<file path="config.mk">
export PLATFORM = sky130hd
export DESIGN_NAME = swled_scan
export DESIGN_NICKNAME = d
export VERILOG_FILES = /design/src/rtl/swled_pkg.sv /design/src/rtl/swled_seq.sv /design/src/rtl/swled_debounce.sv /design/src/rtl/swled_led.sv /design/src/rtl/swled_scan.sv
export SDC_FILE = /design/constraint.sdc
export NUM_CORES = 1
export LEC_CHECK = 0
export BUFFER_PORTS_ARGS = -buffer_cell sky130_fd_sc_hd__buf_2
export CAP_MARGIN = 5
export CORE_MARGIN = 5
export CORE_UTILIZATION = 40
export CTS_BUF_LIST = sky130_fd_sc_hd__clkbuf_8
export DETAILED_ROUTE_END_ITERATION = 7
export PLACE_DENSITY = 0.67
export SLEW_MARGIN = 20
export SYNTH_ARGS = -nofsm -noshare
export SYNTH_HDL_FRONTEND = slang
export SYNTH_SLANG_ARGS = --single-unit
</file>
<file path="constraint.sdc">
create_clock -name clk -period 4.3 [get_ports clk]
set_clock_uncertainty 0.1 [all_clocks]
set_input_delay 1.29 -clock clk [delete_from_list [all_inputs] [get_ports clk]]
set_output_delay 1.29 -clock clk [all_outputs]
set_load 0.01 [all_outputs]
</file>
<file path="src/rtl/swled_pkg.sv">
package swled_pkg;
    localparam int DEF_COLS      = 11;
    localparam int DEF_ROWS      = 16;
    localparam int DEF_LED_ROWS  = 8;
    localparam int DEF_GUARD     = 8;
    localparam int DEF_SAMPLE_AT = 16;
    localparam int DEF_CNT_W     = 8;
endpackage

</file>
<file path="src/rtl/swled_seq.sv">
module swled_seq #(
    parameter int ROWS      = swled_pkg::DEF_ROWS,
    parameter int LED_ROWS  = swled_pkg::DEF_LED_ROWS,
    parameter int GUARD     = swled_pkg::DEF_GUARD,
    parameter int SAMPLE_AT = swled_pkg::DEF_SAMPLE_AT,
    parameter int CNT_W     = swled_pkg::DEF_CNT_W,
    localparam int ROW_W    = $clog2(ROWS)
) (
    input  logic             clk,
    input  logic             rst_n,
    input  logic             kbd_phase,
    output logic [ROW_W-1:0] row,
    output logic             sample_stb,
    output logic             drive_nxt
);
    localparam logic [ROW_W-1:0] LAST_ROW = ROW_W'(ROWS - 1);
    localparam logic [CNT_W-1:0] GUARD_C  = CNT_W'(GUARD);
    localparam logic [CNT_W-1:0] SAMP_C   = CNT_W'(SAMPLE_AT);
    localparam logic [ROW_W:0]   LED_LIM  = (ROW_W + 1)'(LED_ROWS);

    typedef struct packed {
        logic [ROW_W-1:0] row;
        logic [CNT_W-1:0] cnt;
        logic             was_lo;
    } seq_t;

    seq_t s_d, s_q;

    always_comb begin
        s_d        = s_q;
        s_d.was_lo = !kbd_phase;
        if (kbd_phase) begin
            s_d.cnt = '0;
            if (s_q.was_lo) begin
                s_d.row = (s_q.row == LAST_ROW) ? '0 : s_q.row + 1'b1;
            end
        end else if (s_q.cnt != '1) begin
            s_d.cnt = s_q.cnt + 1'b1;
        end
        sample_stb = !kbd_phase && (s_q.cnt == SAMP_C);
        drive_nxt  = !kbd_phase && (s_q.cnt >= GUARD_C) && ({1'b0, s_q.row} < LED_LIM);
    end

    always_ff @(posedge clk or negedge rst_n) begin
        if (!rst_n) s_q <= '0;
        else        s_q <= s_d;
    end

    assign row = s_q.row;
endmodule

</file>
<file path="src/rtl/swled_debounce.sv">
module swled_debounce #(
    parameter int COLS   = swled_pkg::DEF_COLS,
    parameter int ROWS   = swled_pkg::DEF_ROWS,
    localparam int ROW_W = $clog2(ROWS)
) (
    input  logic             clk,
    input  logic             rst_n,
    input  logic             sample_stb,
    input  logic [ROW_W-1:0] row,
    input  logic [COLS-1:0]  sw_in,
    input  logic [ROW_W-1:0] host_row,
    output logic [COLS-1:0]  host_sw,
    output logic             evt,
    output logic [ROW_W-1:0] evt_row,
    output logic [COLS-1:0]  evt_mask
);
    typedef struct packed {
        logic [ROWS-1:0][COLS-1:0] prev;
        logic [ROWS-1:0][COLS-1:0] stable;
        logic                      evt;
        logic [ROW_W-1:0]          evt_row;
        logic [COLS-1:0]           evt_mask;
    } deb_t;

    deb_t s_d, s_q;
    logic [COLS-1:0] raw;
    logic [COLS-1:0] old_raw;
    logic [COLS-1:0] old_acc;

    always_comb begin
        s_d     = s_q;
        s_d.evt = 1'b0;
        raw     = sw_in;
        old_raw = s_q.prev[row];
        old_acc = s_q.stable[row];
        if (sample_stb) begin
            s_d.prev[row] = raw;
            if ((raw == old_raw) && (raw != old_acc)) begin
                s_d.stable[row] = raw;
                s_d.evt         = 1'b1;
                s_d.evt_row     = row;
                s_d.evt_mask    = raw ^ old_acc;
            end
        end
    end

    always_ff @(posedge clk or negedge rst_n) begin
        if (!rst_n) s_q <= '0;
        else        s_q <= s_d;
    end

    assign host_sw  = s_q.stable[host_row];
    assign evt      = s_q.evt;
    assign evt_row  = s_q.evt_row;
    assign evt_mask = s_q.evt_mask;
endmodule

</file>
<file path="src/rtl/swled_led.sv">
module swled_led #(
    parameter int COLS     = swled_pkg::DEF_COLS,
    parameter int LED_ROWS = swled_pkg::DEF_LED_ROWS,
    localparam int LED_AW  = (LED_ROWS > 1) ? $clog2(LED_ROWS) : 1
) (
    input  logic              clk,
    input  logic              rst_n,
    input  logic              we,
    input  logic [LED_AW-1:0] waddr,
    input  logic [COLS-1:0]   wdata,
    input  logic [LED_AW-1:0] row,
    input  logic              drive_nxt,
    output logic [COLS-1:0]   led_out,
    output logic              led_oe
);
    typedef struct packed {
        logic [LED_ROWS-1:0][COLS-1:0] mem;
        logic                          oe;
        logic [COLS-1:0]               data;
    } led_t;

    led_t s_d, s_q;

    always_comb begin
        s_d = s_q;
        if (we) begin
            s_d.mem[waddr] = wdata;
        end
        s_d.oe   = drive_nxt;
        s_d.data = drive_nxt ? s_q.mem[row] : '0;
    end

    always_ff @(posedge clk or negedge rst_n) begin
        if (!rst_n) s_q <= '0;
        else        s_q <= s_d;
    end

    assign led_out = s_q.data;
    assign led_oe  = s_q.oe;
endmodule

</file>
<file path="src/rtl/swled_scan.sv">
module swled_scan #(
    parameter int COLS      = swled_pkg::DEF_COLS,
    parameter int ROWS      = swled_pkg::DEF_ROWS,
    parameter int LED_ROWS  = swled_pkg::DEF_LED_ROWS,
    parameter int GUARD     = swled_pkg::DEF_GUARD,
    parameter int SAMPLE_AT = swled_pkg::DEF_SAMPLE_AT,
    parameter int CNT_W     = swled_pkg::DEF_CNT_W,
    localparam int ROW_W    = $clog2(ROWS),
    localparam int LED_AW   = (LED_ROWS > 1) ? $clog2(LED_ROWS) : 1
) (
    input  logic              clk,
    input  logic              rst_n,
    input  logic              kbd_phase,
    input  logic [COLS-1:0]   sw_in,
    output logic [ROW_W-1:0]  scan_row,
    output logic [COLS-1:0]   led_out,
    output logic              led_oe,
    input  logic              led_we,
    input  logic [LED_AW-1:0] led_waddr,
    input  logic [COLS-1:0]   led_wdata,
    input  logic [ROW_W-1:0]  host_row,
    output logic [COLS-1:0]   host_sw,
    output logic              sw_evt,
    output logic [ROW_W-1:0]  sw_evt_row,
    output logic [COLS-1:0]   sw_evt_mask
);
    logic             sample_stb;
    logic             drive_nxt;
    logic [ROW_W-1:0] row;

    swled_seq #(
        .ROWS(ROWS), .LED_ROWS(LED_ROWS), .GUARD(GUARD),
        .SAMPLE_AT(SAMPLE_AT), .CNT_W(CNT_W)
    ) u_seq (
        .clk(clk), .rst_n(rst_n), .kbd_phase(kbd_phase),
        .row(row), .sample_stb(sample_stb), .drive_nxt(drive_nxt)
    );

    swled_debounce #(.COLS(COLS), .ROWS(ROWS)) u_deb (
        .clk(clk), .rst_n(rst_n), .sample_stb(sample_stb), .row(row),
        .sw_in(sw_in), .host_row(host_row), .host_sw(host_sw),
        .evt(sw_evt), .evt_row(sw_evt_row), .evt_mask(sw_evt_mask)
    );

    swled_led #(.COLS(COLS), .LED_ROWS(LED_ROWS)) u_led (
        .clk(clk), .rst_n(rst_n), .we(led_we), .waddr(led_waddr),
        .wdata(led_wdata), .row(row[LED_AW-1:0]), .drive_nxt(drive_nxt),
        .led_out(led_out), .led_oe(led_oe)
    );

    assign scan_row = row;
endmodule

</file>
==> flow_summary_export.csv <==
group,metric,value,unit
status,outcome,"completed",
cells_and_area,drive_gt1_share,48.8,%
placed_design,dp_cells,2449,
flow_run,drv_cap,0,
setup_path,cp_top_family,"multiplexers",
drt,postRouteAntennaNets,0,
cells_and_area,instances_no_fill,2608,
global_route,overflow,0,
setup_path,crit_cells,5,
setup_path,cp_max_fo,20,
setup_path,critical_path_class,"in2out",
setup_path,cp-startpoint,"host_row[0]",
timing,timing.hold.ws,378,ps
floorplanning,die_y,256,um
setup_path,crit_end,"host_sw[10]",
hold_path,hp-class,"reg2reg",
setup_path,timing.rr.start,"u_seq.row[1]$_DFFE_PN0P_",
setup_path,cp-end-kind,"output port",
synth,yosys_most_used_dff,"dfrtp_1",
cells_and_area,post-route-util,45.6,%
setup_path,cp.arrival,2860,ps
cells_and_area,final_common_cell,"dfrtp_1",
timing,slew_viol_final,0,
timing,fmax,235,MHz
drt,routedWlPerCell,23.7,um
clock_network,hold_buffers,0,
global_route,grt_max_degree,81,
clock_network,clockBufferDepth,3,
timing,tightest_slew,984,ps
floorplanning,core,60200,sq um
synth,syn_nets,1702,
floorplanning,ios,76,
global_route,antenna_found_initial,2,
synth,syn_area,24200,sq um
setup_path,r2r_cells,13,
clock_network,cts_tree,"built",
drt,wl,61700,um
setup_path,slowest_stage,"mux4_2",
setup_path,path_common_cell,"mux4_2",
synth,synth_edf_count,0,
pwr,power.leakage,13.2,nW
setup_path,worst-path-buf-inv,3,
drt,vias,14700,
clock_network,cts_buffers,85,
drt,initialDrtViolationCount,1116,
drt,drc,0,
setup_path,worstSetupStartpointType,"input port",
timing,rsz0062_at_grt,"false",
clock_network,cts.clk_slew.worst_paths,50,ps
setup_path,reg2reg_setup_slack,170,ps
synth,synth_seq_area_share,49.7,%
cells_and_area,fin_nets,1794,
hold_path,min_path_cells,2,
floorplanning,rows,90,
synth,synth-seq-cells,481,
drt,vias_per_cell,5.65,
setup_path,cp_cell_sequence,"buf_4 > buf_12 > mux4_2 > mux4_2 > buf_6",
clock_network,cts_sinks,481,
setup_path,worstPathRequired,2910,ps
timing,relSlewSlack,34.2,%
drt,firstDrtPassIters,5,
placed_design,gp_routability_congestion,0.866,
synth,synthArstFlopShare,100,%
clock_network,h-tree-depth,3,
floorplanning,die-area,65600,sq um
pwr,p_per_area,430,nW/um^2
synth,syn-mean-instance-area,14.6,sq um
timing,post-route-period-util,98.8,%
setup_path,max_stage_delay,560,ps
timing,setup_viol,0,
synth,syn_inst,1663,
floorplanning,die_width,256,um
clock_network,clk_latency,690,ps
cells_and_area,area_delta_synth_final,13.4,%
cells_and_area,final_cell_mix,"dfrtp_1, mux2_2, mux4_2, clkbuf_8, buf_4",
floorplanning,start_util,40.2,%
global_route,grt_pass1_vias,16000,
placed_design,dp.final_hpwl,41000,um
synth,ys_types,60,
clock_network,clockRootBuffer,"clkbuf_8",
global_route,grt_util_all_layers,18.7,%
global_route,grt_pass1_wl,96700,um
placed_design,port_buffers,75,
pwr,ir_drop,0.277,mV
timing,finalHoldViolations,0,
setup_path,r2r-end,"u_deb.evt_mask[5]$_DFFE_PN0P_",
timing,fin_crit,4250,ps
synth,ys_warn_count,0,
metrics by stage:
stage	area (sq um)	setup slack, ps	setup TNS (ps)	power (mW)
final	27500	53.2	0	11.8
after global routing	27500	5.95	0	12.4
after CTS	27500	6.45	0	11.9
after detailed placement	25700	-141	-2470	7.64
after global placement	25700	-137	-1610	7.57
after floorplan	24300	12.6	0	6.76
worst min path at each step:
stage                                           from                    endpoint  slack (ps)
after detailed placement  u_deb.s_q[272]$_DFFE_PN0P_  u_deb.s_q[272]$_DFFE_PN0P_         370
after global placement    u_deb.s_q[272]$_DFFE_PN0P_  u_deb.s_q[272]$_DFFE_PN0P_         360
after floorplan           u_deb.s_q[294]$_DFFE_PN0P_  u_deb.s_q[294]$_DFFE_PN0P_         340
after global routing      u_deb.s_q[296]$_DFFE_PN0P_  u_deb.s_q[296]$_DFFE_PN0P_         400
final                     u_deb.s_q[272]$_DFFE_PN0P_  u_deb.s_q[272]$_DFFE_PN0P_         380
after CTS                 u_deb.s_q[272]$_DFFE_PN0P_  u_deb.s_q[272]$_DFFE_PN0P_         380
power by group:
group / switching (mW) / internal (mW)
clock network: 1.94 / 2.29
logic: 1.51 / 1.18
registers: 0.169 / 4.74
total: 3.61 / 8.21
cells by family after synthesis:
logic type	Yosys count	share of synthesized area, %
flops	481	49.7
xor+xnor	23	0.831
simple gates	223	5.09
compound gates	91	2.40
mux	648	37.5
buf+inv	191	4.26
fa+ha+maj	6	0.310
area by class of cell:
| cell class | instances | area [sq um] |
|---|---|---|
| Inverter | 14 | 52.6 |
| Tap cell | 782 | 978 |
| Multi-Input combinational cell | 991 | 11200 |
| Fill cell | 5291 | 32700 |
| Clock inverter | 52 | 282 |
| Timing Repair Buffer | 182 | 1470 |
| Sequential cell | 481 | 12000 |
| Clock buffer | 105 | 1450 |
| Antenna cell | 1 | 2.50 |
timing repair:
action / 4_1_cts / 5_1_grt
resized for setup: 1 / 3
endpoints found under the setup margin: 19 / 155
pin swaps: 0 / 0
setup buffers: 0 / 1
cell usage after synthesis, drive strengths merged (11+ instances only):
library cell / number / share of area [%]
o21ai: 39 / 0.81
nor2: 24 / 0.37
dfrtp: 481 / 50
inv: 13 / 0.20
mux2: 423 / 21
mux4: 144 / 13
mux2i: 81 / 3.3
buf: 89 / 2.7
clkbuf: 88 / 1.4
nand3: 30 / 0.62
nand2: 85 / 1.3
xnor2: 11 / 0.40
nor2b: 11 / 0.28
xor2: 12 / 0.43
a22oi: 13 / 0.40
a21oi: 12 / 0.25
or4b: 16 / 0.77
worst reg2reg max path: cells and delay by family, from the launching register on:
kind	cells	cell delay, ps
buf+inv	5	1030
mux	1	360
simple gates	6	1770
compound gates	1	170
flops	1	590
metal layers:
layer  wire length, um  global-route usage [%]  up-vias
met5                 7                       0        -
met4              1640                    5.82        2
met3              3220                    4.04      113
met2             30700                    31.2      441
met1             26200                    24.7     7826
li1                  -                       -     6350
flip-flops by register name, indices dropped and copies added (netlist names):
name / cells
u_led.led_out: 11
u_deb.evt: 1
u_seq.row: 4
u_led.led_oe: 1
u_deb.s_q: 352
u_led.s_q: 88
u_deb.evt_row: 4
u_seq.s_q: 9
u_deb.evt_mask: 11
Note: power is estimated with default switching activity, not from simulation.
